[src/rtl/adc_seq_pkg.sv]
package adc_seq_pkg;
   localparam int SLOTS     = 4;
   localparam int SLOT_W    = 2;
   localparam int BUF_GROUP = 4;

   typedef enum logic {
      MODE_SERIAL   = 1'b0,
      MODE_PARALLEL = 1'b1
   } op_mode_e;

   // index of the lowest set bit; 0 when the vector is empty
   function automatic logic [SLOT_W-1:0] lowest_slot(input logic [SLOTS-1:0] v);
      logic [SLOT_W-1:0] r;
      r = '0;
      for (int i = SLOTS - 1; i >= 0; i--) begin
         if (v[i]) r = SLOT_W'(i);
      end
      return r;
   endfunction
endpackage

[src/rtl/adc_seq_ctrl.sv]
// Enable edge detection and capture of the run settings.
module adc_seq_ctrl
   import adc_seq_pkg::*;
#(
   parameter int CH_W = 3,
   parameter int CT_W = 16,
   parameter int QW   = CT_W - 2
) (
   input  logic            clk,
   input  logic            rst_n,
   input  logic            en,
   input  logic            par_mode,
   input  logic            buf4_mode,
   input  logic [CH_W-1:0] chan_sel,
   input  logic [CT_W-1:0] conv_time,
   output logic            arm,
   output op_mode_e        cfg_mode,
   output logic            cfg_buf4,
   output logic [CH_W-1:0] cfg_chan,
   output logic [QW-1:0]   cfg_quarter,
   output logic [QW-1:0]   load_quarter
);
   logic en_q;
   logic [QW-1:0] q_raw;

   assign arm   = en & ~en_q;
   assign q_raw = QW'(conv_time >> 2);
   // a zero quarter would stall the timer; clamp to one cycle
   assign load_quarter = (q_raw == '0) ? QW'(1) : q_raw;

   always_ff @(posedge clk or negedge rst_n) begin
      if (!rst_n) begin
         en_q        <= 1'b0;
         cfg_mode    <= MODE_SERIAL;
         cfg_buf4    <= 1'b0;
         cfg_chan    <= '0;
         cfg_quarter <= QW'(1);
      end else begin
         en_q <= en;
         if (arm) begin
            cfg_mode    <= par_mode ? MODE_PARALLEL : MODE_SERIAL;
            cfg_buf4    <= buf4_mode;
            cfg_chan    <= chan_sel;
            cfg_quarter <= load_quarter;
         end
      end
   end
endmodule

[src/rtl/adc_seq_launch.sv]
// Start pulse generation: serial chaining or quarter-period stagger.
module adc_seq_launch
   import adc_seq_pkg::*;
#(
   parameter int QW = 14
) (
   input  logic             clk,
   input  logic             rst_n,
   input  logic             en,
   input  logic             arm,
   input  op_mode_e         mode,
   input  logic [QW-1:0]    load_quarter,
   input  logic [QW-1:0]    run_quarter,
   input  logic             done0,
   output logic [SLOTS-1:0] slot_start
);
   logic [SLOTS-1:0]  start_q;
   logic [QW-1:0]     timer;
   logic [SLOT_W-1:0] ptr;
   logic [SLOTS-1:0]  serial_next;

   // serial operation only ever restarts slot 0
   generate
      for (genvar s = 0; s < SLOTS; s++) begin : g_serial
         if (s == 0) begin : g_lead
            assign serial_next[s] = done0;
         end else begin : g_idle
            assign serial_next[s] = 1'b0;
         end
      end
   endgenerate

   always_ff @(posedge clk or negedge rst_n) begin
      if (!rst_n) begin
         start_q <= '0;
         timer   <= '0;
         ptr     <= '0;
      end else if (!en) begin
         start_q <= '0;
      end else if (arm) begin
         start_q <= SLOTS'(1);
         timer   <= load_quarter - QW'(1);
         ptr     <= SLOT_W'(1);
      end else if (mode == MODE_PARALLEL) begin
         if (timer == '0) begin
            start_q <= SLOTS'(1) << ptr;
            ptr     <= ptr + SLOT_W'(1);
            timer   <= run_quarter - QW'(1);
         end else begin
            start_q <= '0;
            timer   <= timer - QW'(1);
         end
      end else begin
         start_q <= serial_next;
      end
   end

   // dropping enable silences the outputs in the same cycle
   assign slot_start = start_q & {SLOTS{en}};
endmodule

[src/rtl/adc_seq_store.sv]
// Result capture, buffer group counting and interrupt generation.
module adc_seq_store
   import adc_seq_pkg::*;
#(
   parameter int NUM_CH = 8,
   parameter int DATA_W = 12,
   parameter int CH_W   = 3
) (
   input  logic                     clk,
   input  logic                     rst_n,
   input  logic                     en,
   input  logic                     arm,
   input  logic                     buf4,
   input  logic [CH_W-1:0]          chan,
   input  logic [SLOTS-1:0]         slot_done,
   input  logic [SLOTS*DATA_W-1:0]  slot_data,
   output logic [NUM_CH*DATA_W-1:0] res_flat,
   output logic                     irq
);
   localparam int CW = $clog2(BUF_GROUP);

   logic              hit;
   logic [SLOT_W-1:0] src;
   logic [DATA_W-1:0] wdata;
   logic [CW-1:0]     cnt;
   logic [CH_W-1:0]   wr_ch;
   logic              group_end;

   assign hit       = |slot_done;
   assign src       = lowest_slot(slot_done);
   assign wdata     = slot_data[src*DATA_W +: DATA_W];
   assign wr_ch     = buf4 ? CH_W'(chan + CH_W'(cnt)) : chan;
   assign group_end = (cnt == CW'(BUF_GROUP - 1));

   always_ff @(posedge clk or negedge rst_n) begin
      if (!rst_n) begin
         cnt <= '0;
         irq <= 1'b0;
      end else begin
         irq <= hit & en & (~buf4 | group_end);
         if (arm)
            cnt <= '0;
         else if (hit & en & buf4)
            cnt <= cnt + CW'(1);
      end
   end

   generate
      for (genvar c = 0; c < NUM_CH; c++) begin : g_res
         logic [DATA_W-1:0] r;
         always_ff @(posedge clk or negedge rst_n) begin
            if (!rst_n)
               r <= '0;
            else if (hit && wr_ch == CH_W'(c))
               r <= wdata;
         end
         assign res_flat[c*DATA_W +: DATA_W] = r;
      end
   endgenerate
endmodule

[src/rtl/adc_stagger_seq.sv]
module adc_stagger_seq
   import adc_seq_pkg::*;
#(
   parameter int NUM_CH = 8,
   parameter int DATA_W = 12,
   parameter int CT_W   = 16,
   localparam int CH_W  = $clog2(NUM_CH),
   localparam int QW    = CT_W - 2
) (
   input  logic                     clk,
   input  logic                     rst_n,
   input  logic                     en,
   input  logic                     par_mode,
   input  logic                     buf4_mode,
   input  logic [CH_W-1:0]          chan_sel,
   input  logic [CT_W-1:0]          conv_time,
   output logic [SLOTS-1:0]         slot_start,
   input  logic [SLOTS-1:0]         slot_done,
   input  logic [SLOTS*DATA_W-1:0]  slot_data,
   output logic [NUM_CH*DATA_W-1:0] res_flat,
   output logic                     irq
);
   generate
      if (NUM_CH < BUF_GROUP || (NUM_CH & (NUM_CH - 1)) != 0) begin : g_bad_ch
         $error("NUM_CH must be a power of two of at least four");
      end
      if (CT_W < 4) begin : g_bad_ct
         $error("CT_W too narrow for a quarter-period timer");
      end
      if (DATA_W < 1) begin : g_bad_dw
         $error("DATA_W must be positive");
      end
   endgenerate

   logic            arm;
   op_mode_e        cfg_mode;
   logic            cfg_buf4;
   logic [CH_W-1:0] cfg_chan;
   logic [QW-1:0]   cfg_quarter;
   logic [QW-1:0]   load_quarter;

   adc_seq_ctrl #(.CH_W(CH_W), .CT_W(CT_W), .QW(QW)) u_ctrl (
      .clk          (clk),
      .rst_n        (rst_n),
      .en           (en),
      .par_mode     (par_mode),
      .buf4_mode    (buf4_mode),
      .chan_sel     (chan_sel),
      .conv_time    (conv_time),
      .arm          (arm),
      .cfg_mode     (cfg_mode),
      .cfg_buf4     (cfg_buf4),
      .cfg_chan     (cfg_chan),
      .cfg_quarter  (cfg_quarter),
      .load_quarter (load_quarter)
   );

   adc_seq_launch #(.QW(QW)) u_launch (
      .clk          (clk),
      .rst_n        (rst_n),
      .en           (en),
      .arm          (arm),
      .mode         (cfg_mode),
      .load_quarter (load_quarter),
      .run_quarter  (cfg_quarter),
      .done0        (slot_done[0]),
      .slot_start   (slot_start)
   );

   adc_seq_store #(.NUM_CH(NUM_CH), .DATA_W(DATA_W), .CH_W(CH_W)) u_store (
      .clk       (clk),
      .rst_n     (rst_n),
      .en        (en),
      .arm       (arm),
      .buf4      (cfg_buf4),
      .chan      (cfg_chan),
      .slot_done (slot_done),
      .slot_data (slot_data),
      .res_flat  (res_flat),
      .irq       (irq)
   );
endmodule

[config.mk]
export PLATFORM = sky130hd
export DESIGN_NAME = adc_stagger_seq
export DESIGN_NICKNAME = d
export VERILOG_FILES = /design/src/rtl/adc_seq_pkg.sv /design/src/rtl/adc_seq_ctrl.sv /design/src/rtl/adc_seq_launch.sv /design/src/rtl/adc_seq_store.sv /design/src/rtl/adc_stagger_seq.sv
export SDC_FILE = /design/constraint.sdc
export NUM_CORES = 1
export LEC_CHECK = 0
export BUFFER_PORTS_ARGS = -buffer_cell sky130_fd_sc_hd__buf_2
export CORE_MARGIN = 5
export CORE_UTILIZATION = 35
export CTS_CLUSTER_SIZE = 40
export DETAILED_ROUTE_END_ITERATION = 6
export PLACE_DENSITY_LB_ADDON = 0.05
export SLEW_MARGIN = 20
export SYNTH_ARGS = -nofsm -noshare
export SYNTH_HDL_FRONTEND = slang
export SYNTH_SLANG_ARGS = --single-unit
[constraint.sdc]
create_clock -name clk -period 7 [get_ports clk]
set_clock_uncertainty 0.2 [all_clocks]
set_input_delay 0.7 -clock clk [delete_from_list [all_inputs] [get_ports clk]]
set_output_delay 0.7 -clock clk [all_outputs]
set_load 0.05 [all_outputs]
==> summary.md, run 1 <==
| Metric | Value |
|---|---|
| Status | `finished clean` |
| Synthesized Nets | `621` |
| Cell Area, Placed | `7600 sq um` |
| R2r endpoint | `u_launch.timer[12]` |
| Period utilization | `53.1%` |
| Setup violators final | `0` |
| Die height | `146 microns` |
| Overall routing resource usage | `17.5%` |
| Io pins | `177` |
| CP startpoint kind | `input pin` |
| Power Density | `514 nW/um^2` |
| CTS Hold Bufs | `0` |
| Worst vdd rail ir drop | `178 uV` |
| Initial DRC Count | `192` |
| Comb pwr share | `47.9%` |
| Synth Instances | `537` |
| Switch Pwr | `2.01 mW` |
| CP Cell Sequence | `buf_2 -> nand2b_1 -> buf_4 -> a311o_1 -> nand2_1 -> ha_1 -> o311ai_2 -> a311oi_4 -> nand3_1 -> or4_1 -> nand3_1` |
| DP Wirelength | `13.3 mm` |
| CP arrival | `3.87 ns` |
| CP peak stage delay | `0.55 ns` |
| Worst-path clk slew | `0.06 ns` |
| Setup TNS | `0 ns` |
| Crit-path slowest cell | `or4_1` |
| GPL Wtd Cong | `0.800` |
| Distinct cells, synth | `57` |
| Main area contributors after synthesis | `dfrtp_1 (53%), mux2_2 (17%), nand2_1 (4.5%), mux4_2 (4.2%), o21ai_0 (1.8%)` |
| Critical path depth | `11` |
| TritonCTS clock tree | `built` |
| Drt pass-1 iters | `4` |
| Row Count | `49` |
| Synth Register Bits | `139` |
| Via count | `4,903` |
| Crit Path Max Fanout | `21` |
| Die area | `21,300 sq um` |
| Max_cap viols | `0` |
| Core area | `18,100 sq um` |
| CTS HTree Levels | `4` |
| Max_slew headroom | `33.7%` |
| Depth of the worst register-to-register path | `10` |
| Power Internal | `2.19 mW` |
| Crit-path most repeated cell | `nand3_1` |
| Commonest non-fill, non-tap cell in the layout | `buf_2` |
| Seq pwr share | `31.6%` |
| Vias in the first global route | `5,054` |
| CTS Buf Count | `17` |
| Clock power share | `20.5%` |
| Final net count | `799` |
| Worst Tran Pin Value | `0.991 ns` |
| Most frequent cells in the layout | `buf_2 (173), dfrtp_1 (138), mux2_2 (96), nand2_1 (77), nor2_1 (27)` |
| Slew Viols, Final | `0` |
| Synth Area per Inst | `12.0 sq um` |
| Gr ovfl total | `0` |
| First-pass GRT wire length | `29.4 mm` |
| Share of post-route cells with drive strength above 1 | `45.7%` |
| Design Area, Final | `8180 sq um` |
| Mean routed wirelength per cell | `19.2 microns` |
| Setup crit end kind | `flip-flop` |
| Die X | `146 microns` |
| Root buf cell | `clkbuf_16` |
| CP Data Required Time | `7.15 ns` |
| Min Tclk post-route | `3.72 ns` |
| HP Class | `input pin to async pin` |
| R2r setup slk | `3.30 ns` |
| Initial Util | `35.7%` |
| Initial antenna violation count | `1` |
| Kind of critical path | `input pin to flip-flop` |
| Routed WL | `18.4 mm` |
| FFs w/ async S/R, synth | `100%` |
| Synthesis-to-layout area growth | `26.6%` |
| Register area share after synthesis | `53.9%` |
| CP top delay family | `simple AND/OR/NAND/NOR gates` |
| # port buffers | `174` |
| RSZ-0062 raised after global routing | `no` |
| Sw Share | `47.9%` |
| WP buf/inv | `2` |
| CTS max path bufs | `2` |
| # clock sinks | `139` |
| Largest net degree at the start of global routing | `76` |
| Pleak | `3.75 nW` |
| Post-CTS setup buffers | `0` |
| Synth Flop Type | `dfrtp_1` |
| Post-synth top area cell | `dfrtp_1` |
| Post-synth design cell area | `6460 sq um` |
| Synthesis Warnings | `0` |
| Resized Gates After CTS | `0` |
| Endpoints failing hold | `0` |
| Post-synth EDFFs | `0` |
| Fmax | `269 MHz` |
| DRC | `0` |
| Drt via density | `5.12` |
| Post-route ant nets | `0` |
| Reg-to-Reg Start | `u_ctrl.en_q` |
| Clk Latency, worst-skew pair | `0.41 ns` |
| Share of the synthesized area in the top cell type | `53.5%` |
## flip-flops by register name, indices dropped and copies added (netlist names)
signal	flops
u_ctrl.cfg_mode	1
u_launch.timer	14
u_store.irq	1
u_launch.start_q	4
u_ctrl.cfg_buf4	1
u_launch.ptr	2
u_ctrl.en_q	1
u_store.cnt	2
u_store.g_res.r	96
u_ctrl.cfg_quarter	14
u_ctrl.cfg_chan	3
## power groups by stage
stage | Combinational, mW | Sequential (mW) | Clock (mW)
5_1_grt | 2.11 | 1.37 | 0.919
4_1_cts | 2.04 | 1.33 | 0.884
3_3_place_gp | 2.01 | 1.33 | 0
2_1_floorplan | 0.515 | 2.32 | 0
3_5_place_dp | 2.03 | 1.35 | 0
6_report | 2.01 | 1.33 | 0.861
## worst reg2reg max path: cells and delay by family, from the launching register on
family	cells	cell delay, ns
AND/OR/NAND/NOR	5	1.34
AO/OA/AOI/OAI	3	1.10
flip-flops	1	0.47
buffers and inverters	1	0.34
adder cells (fa/ha/maj)	1	0.20
## synthesized netlist by cell type (3+ instances only)
| master | n |
|---|---|
| nor2_1 | 27 |
| a21oi_1 | 12 |
| nor3_1 | 6 |
| or4_1 | 4 |
| xnor2_1 | 5 |
| xor2_1 | 3 |
| o21a_1 | 5 |
| buf_1 | 5 |
| nor4_1 | 4 |
| a31oi_1 | 9 |
| and2_1 | 8 |
| o21ai_0 | 23 |
| o21ai_1 | 3 |
| or3_1 | 4 |
| dfrtp_1 | 138 |
| clkbuf_1 | 14 |
| nand3_1 | 10 |
| mux2_2 | 96 |
| nand4_1 | 4 |
| ha_1 | 7 |
| and3_1 | 4 |
| o31ai_1 | 6 |
| nand2_1 | 77 |
| inv_1 | 12 |
| mux4_2 | 12 |
## area by class of cell
cell class                 instances  area, sq um
antenna                            1         2.50
clock buffer                      19          453
clock inverter                    13          118
fill                            1681         9910
inverter                          13         48.8
multi-input combinational        362         2850
sequential                       139         3480
tap                              229          287
timing repair buffer             182          937
## cell families after synthesis
logic type      synth area share [%]
compound gates                  8.84
xor+xnor                        1.09
fa+ha+maj                       1.67
buf+inv                         2.31
flops                           53.9
mux                             20.9
simple gates                    11.3
## routing by layer
layer  vias to the layer above  track usage (%)  share of wire (%)
met2                       149             28.9                 49
met3                        18             4.20                5.3
met1                      2440             22.9                 44
met5                         -                0                  0
met4                         0             4.99                1.3
li1                       2296                -                  -
## stage by stage
stage          utilization [%]  hold WS, ns  std cells  power, mW  worst slack, ns
2_1_floorplan                -        0.204        537       2.83             3.66
3_3_place_gp              42.0        0.260        925       3.34             2.90
3_5_place_dp              42.0        0.262        925       3.38             2.86
4_1_cts                   45.2        0.139        957       4.25             3.29
5_1_grt                   45.2        0.180        958       4.40             3.09
6_report                  45.2        0.123        958       4.20             3.28
## worst max path at each step
stage / start / to / slack, ns
5_1_grt: en / u_launch.timer[12] / 3.09
3_5_place_dp: en / u_launch.timer[12] / 2.86
2_1_floorplan: en / u_launch.timer[12] / 3.66
6_report: en / u_launch.timer[12] / 3.28
4_1_cts: u_ctrl.en_q / u_launch.timer[12] / 3.29
3_3_place_gp: en / u_launch.timer[12] / 2.90
(Power assumes the default switching activity.)
==> run 2, diff against run 1 <==
==> constraint.sdc (replaced) <==
create_clock -name clk -period 3.25 [get_ports clk]
set_clock_uncertainty 0.2 [all_clocks]
set_input_delay 0.325 -clock clk [delete_from_list [all_inputs] [get_ports clk]]
set_output_delay 0.325 -clock clk [all_outputs]
set_load 0.05 [all_outputs]
==> summary.md, run 2 (synthesized netlist as in run 1, its figures left out) <==
| Metric | Value |
|---|---|
| Biggest register | `u_store.g_res.r` |
| Worst vdd rail ir drop | `386 uV` |
| Power Density | `1080 nW/um^2` |
| Largest net degree at the start of global routing | `65` |
| WL met3 | `929 microns` |
| CP peak stage delay | `0.54 ns` |
| CP top delay family | `simple AND/OR/NAND/NOR gates` |
| CP Data Required Time | `3.40 ns` |
| First-pass GRT wire length | `29.9 mm` |
| HP Class | `input pin to flip-flop` |
| Drt pass-1 iters | `4` |
| Crit-path slowest cell | `or4_1` |
| Gr ovfl total | `0` |
| R2r setup slk | `0.36 ns` |
| DR WL met2 | `9.16 mm` |
| Setup crit end kind | `flip-flop` |
| Kind of critical path | `input pin to flip-flop` |
| Number of fill cells in the layout | `1,705` |
| CP arrival | `3.20 ns` |
| Pleak | `3.98 nW` |
| GPL Wtd Cong | `0.834` |
| Core Util, Final | `47.6%` |
| CP startpoint kind | `input pin` |
| Final net count | `842` |
| Die area | `21,300 sq um` |
| Vias in the first global route | `5,294` |
| Max_slew headroom | `59.0%` |
| CTS max path bufs | `2` |
| Initial Util | `35.7%` |
| Worst-path clk slew | `0.07 ns` |
| Initial DRC Count | `253` |
| Power Total | `9.31 mW` |
| Most frequent cells in the layout | `buf_2 (173), dfrtp_1 (138), mux2_2 (96), nand2_1 (77), buf_4 (30)` |
| Via count | `5,063` |
| Worst Tran Pin Value | `0.614 ns` |
| Synthesis-to-layout area growth | `33.4%` |
| TritonCTS clock tree | `built` |
| Max_cap viols | `0` |
| Biggest regs | `u_store.g_res.r x96, u_ctrl.cfg_quarter x14, u_launch.timer x14` |
| Clk Latency, worst-skew pair | `0.42 ns` |
| Crit Path Max Fanout | `42` |
| Critical path depth | `12` |
| # port buffers | `174` |
| DR top layer | `met4` |
| Setup violators final | `0` |
| Reg-to-Reg Start | `u_launch.timer[13]` |
| Fmax | `328 MHz` |
| Die height | `146 microns` |
| Depth of the worst register-to-register path | `8` |
| Worst setup path end | `u_launch.timer[12]` |
| # clock sinks | `139` |
| Met1 Wirelength | `8.13 mm` |
| Share of post-route cells with drive strength above 1 | `46.4%` |
| CP startpoint | `en` |
| Status | `finished clean` |
| Period utilization | `93.8%` |
| Crit-path most repeated cell | `nand3_1` |
| Routed WL | `18.4 mm` |
| CP Cell Sequence | `dlygate4sd3_1 -> buf_2 -> nor2b_2 -> buf_12 -> a311o_1 -> nand2_1 -> ha_2 -> o311ai_2 -> a311oi_4 -> nand3_1 -> or4_1 -> nand3_1` |
| Core area | `18,100 sq um` |
| Mean routed wirelength per cell | `18.4 microns` |
| Die X | `146 microns` |
| Commonest non-fill, non-tap cell in the layout | `buf_2` |
| Post-route ant nets | `0` |
| Final worst slack | `0.201 ns` |
| Drt via density | `5.06` |
| Endpoints failing hold | `0` |
| RSZ-0062 raised after global routing | `no` |
| R2r endpoint | `u_launch.timer[12]` |
| Overall routing resource usage | `17.9%` |
| CTS Buf Count | `17` |
| Initial antenna violation count | `0` |
| Largest register FFs | `96` |
| Min Tclk post-route | `3.05 ns` |
| Root buf cell | `clkbuf_16` |
| Diodes inserted | `0` |
| DRC | `0` |
| Pre-CTS WS | `0.216 ns` |
| Slew Viols, Final | `0` |
| WP buf/inv | `3` |
| DP Wirelength | `13.5 mm` |
| Setup TNS | `0 ns` |
| Row Count | `49` |
| Io pins | `177` |
| Post-CTS setup buffers | `0` |
| CTS HTree Levels | `4` |
[run 2: changes by cell type in the layout (fill, tap and decap cells not counted), sizes merged]
cell	previous run	this run
buf	182	205
dlygate4sd3	0	20
clkinvlp	5	2
bufinv	1	3
inv	15	17
clkbuf	19	18
diode	1	0
[run 2: repair_timing]
action / in CTS / in global routing
endpoints found under the setup margin: 0 / 4
resized for setup: 0 / 2
hold buffers: 20 / 0
endpoints found under the hold margin: 79 / 0
[run 2: how the worst min path moves through the flow]
stage                       from                    end  slack (ns)  cells past startpoint
floorplan                  rst_n        u_ctrl.cfg_buf4       -0.17                      0
global placement           rst_n  u_store.g_res[0].r[8]        0.16                      1
detailed placement         rst_n  u_store.g_res[2].r[8]        0.16                      1
CTS                 conv_time[2]      u_launch.timer[0]        0.13                      4
global route        conv_time[2]      u_launch.timer[0]        0.18                      4
finish              conv_time[2]      u_launch.timer[0]        0.15                      4
[run 2: area by class of cell]
class                           instances  area (sq um)  share of cell area (%)
Sequential cell                       139          3480                    40.4
Clock inverter                         14           186                    2.16
Clock buffer                           18           439                    5.10
Inverter                               13          48.8                   0.566
Multi-Input combinational cell        362          2850                    33.1
Timing Repair Buffer                  225          1320                    15.3
Tap cell                              229           287                    3.33
[run 2: per-layer routing]
metal,GRT usage [%],up-vias
met1,22.7,2502
met4,5.18,0
li1,-,2394
met5,0,-
met2,30.1,150
met3,4.64,17
[run 2: stage by stage]
stage          instances  hold slack (ns)  cell area (sq um)
6_report            1000            0.152               8620
5_1_grt             1000            0.184               8620
4_1_cts             1000            0.129               8610
3_5_place_dp         948            0.156               7780
3_3_place_gp         948            0.160               7780
2_1_floorplan        537           -0.171               6460
[run 2: power breakdown]
group,internal (mW),switching (mW),total (mW)
Combinational,1.24,3.18,4.41
Clock,1.25,0.794,2.04
Sequential,2.44,0.413,2.86
[run 2: worst min-delay path: cells and delay by family]
kind                   cells  cell delay (ns)
buffers and inverters      2             0.21
AOI/OAI and AO/OA          2             0.19
==> run 3, diff against run 2 <==
--- a/config.mk
+++ b/config.mk
@@ -6,12 +6,12 @@
 export NUM_CORES = 1
 export LEC_CHECK = 0
 export BUFFER_PORTS_ARGS = -buffer_cell sky130_fd_sc_hd__buf_2
-export CORE_MARGIN = 5
+export CORE_MARGIN = 3
 export CORE_UTILIZATION = 35
 export CTS_CLUSTER_SIZE = 40
 export DETAILED_ROUTE_END_ITERATION = 6
 export PLACE_DENSITY_LB_ADDON = 0.05
-export SLEW_MARGIN = 20
+export RECOVER_POWER = 25
 export SYNTH_ARGS = -nofsm -noshare
 export SYNTH_HDL_FRONTEND = slang
 export SYNTH_SLANG_ARGS = --single-unit
==> summary.md, run 3 (synthesized netlist as in run 1, its figures left out) <==
| Metric | Value |
|---|---|
| Largest register FFs | `96` |
| Mean routed wirelength per cell | `18.3 microns` |
| Core Util, Final | `47.6%` |
| Core area | `18,000 sq um` |
| Initial Util | `35.8%` |
| # clock sinks | `139` |
| Io pins | `177` |
| CP startpoint kind | `input pin` |
| Pre-CTS WS | `0.184 ns` |
| CTS max path bufs | `2` |
| Crit Path Max Fanout | `4` |
| Placed Cells incl. Taps | `946` |
| Reg-to-Reg Start | `u_launch.timer[2]` |
| Overall routing resource usage | `18.6%` |
| Power Internal | `5.03 mW` |
| CP Cell Sequence | `dlygate4sd3_1 -> buf_2 -> or4_1 -> nor4_1 -> a311o_1 -> nand2_1 -> ha_1 -> o311ai_2 -> a311oi_4 -> buf_4 -> and3_1 -> a31oi_1 -> o221ai_1` |
| RSZ-0062 raised after global routing | `no` |
| Die height | `142 microns` |
| Largest net degree at the start of global routing | `69` |
| Share of post-route cells with drive strength above 1 | `43.5%` |
| Commonest non-fill, non-tap cell in the layout | `buf_2` |
| Via count | `5,088` |
| Fin Hold WS | `0.0332 ns` |
| HP Class | `input pin to flip-flop` |
| CP startpoint | `conv_time[13]` |
| Synthesis-to-layout area growth | `32.7%` |
| DP Wirelength | `13.2 mm` |
| Initial antenna violation count | `1` |
| Design Area, Final | `8570 sq um` |
| Drt via density | `5.10` |
| Post-route ant nets | `0` |
| Final net count | `838` |
| Drt pass-1 iters | `4` |
| Kind of critical path | `input pin to flip-flop` |
| CP Data Required Time | `3.33 ns` |
| Pleak | `3.92 nW` |
| Max_cap viols | `1` |
| Comb pwr share | `46.7%` |
| Initial DRC Count | `213` |
| Die area | `20,100 sq um` |
| Most frequent cells in the layout | `buf_2 (152), dfrtp_1 (136), mux2_2 (96), nand2_1 (77), buf_4 (28)` |
| Max_slew headroom | `-16.2%` |
| Worst vdd rail ir drop | `720 uV` |
| Cell Area, Placed | `7750 sq um` |
| DRC | `0` |
| Status | `finished with violations` |
| Fmax | `325 MHz` |
| Biggest regs | `u_store.g_res.r x96, u_ctrl.cfg_quarter x14, u_launch.timer x14` |
| CTS HTree Levels | `4` |
| First-pass GRT wire length | `28.7 mm` |
| # port buffers | `174` |
| Slew Viols, Final | `69` |
| Power Density | `1090 nW/um^2` |
| Switch Pwr | `4.29 mW` |
| Gr ovfl total | `0` |
| Root buf cell | `clkbuf_16` |
| GPL Wtd Cong | `0.871` |
| TritonCTS clock tree | `built` |
| Vias in the first global route | `5,126` |
| Min-delay src | `conv_time[6]` |
| CTS Buf Count | `17` |
| Setup TNS | `0 ns` |
| CP arrival | `3.16 ns` |
| Biggest register | `u_store.g_res.r` |
| Worst-path clk slew | `0.06 ns` |
| Power Total | `9.32 mW` |
| Seq pwr share | `30.7%` |
| Crit-path slowest cell | `dlygate4sd3_1` |
| Min Tclk post-route | `3.08 ns` |
| Worst Tran Pin Value | `1.74 ns` |
| Die X | `142 microns` |
| Sw Share | `46.1%` |
| CP peak stage delay | `0.53 ns` |
| Row Count | `49` |
| Final worst slack | `0.171 ns` |
| Clock power share | `22.6%` |
| Setup crit end kind | `flip-flop` |
| Clk Latency, worst-skew pair | `0.42 ns` |
| Period utilization | `94.8%` |
| Routed WL | `18.3 mm` |
| Endpoints failing hold | `0` |
| Failing checks | `capacitance limit, slew limit` |
| Layout Cells excl Fill | `997` |
| Setup violators final | `0` |
## run 3: power groups by stage
stage	Sequential [mW]	Combinational [mW]	Clock [mW]
after floorplan	4.99	1.11	0
after global placement	2.86	4.37	0
after detailed placement	2.89	4.42	0
after CTS	2.86	4.44	2.17
after global routing	2.97	4.59	2.24
final	2.86	4.36	2.11
## run 3: critical path: cells and delay by family
kind	cells	cell delay (ns)
buffers and inverters	3	0.83
adder cells (fa/ha/maj)	1	0.22
AND/OR/NAND/NOR	4	1.03
AO/OA/AOI/OAI	5	0.74
## run 3: final timing paths
| path | end | slack (ns) | cells past startpoint |
|---|---|---|---|
| min in group asynchronous | u_store.g_res[6].r[9] | 0.68 | 2 |
| worst max-delay path | u_launch.timer[6] | 0.17 | 13 |
| worst min-delay path | u_ctrl.cfg_quarter[4] | 0.03 | 3 |
| max in group asynchronous | u_store.g_res[6].r[6] | 0.73 | 3 |
| worst max register to register | u_launch.timer[12] | 0.23 | 10 |
| worst min register to register | u_ctrl.cfg_quarter[1] | 0.27 | 2 |
## run 3: cell type report
cell class	instances	area [sq um]
clock buffer	23	498
timing repair buffer	221	1240
antenna	1	2.50
sequential	139	3480
multi-input combinational	362	2860
fill	1710	9450
inverter	13	48.8
clock inverter	9	158
tap	229	287
## run 3: repair_timing
item,CTS,global route
hold buffers,18,0
hold endpoints to repair,82,0
setup endpoints to repair,0,2
buffers inserted,0,0
gates resized for setup,0,5
## run 3: metal layers
layer  up-vias  GRT usage (%)  wire length, microns
met3        17           4.35                   953
met5         -              0                     0
met2       165           31.3                  9080
met4         0           5.66                   259
met1      2510           23.9                  7990
li1       2396              -                     -
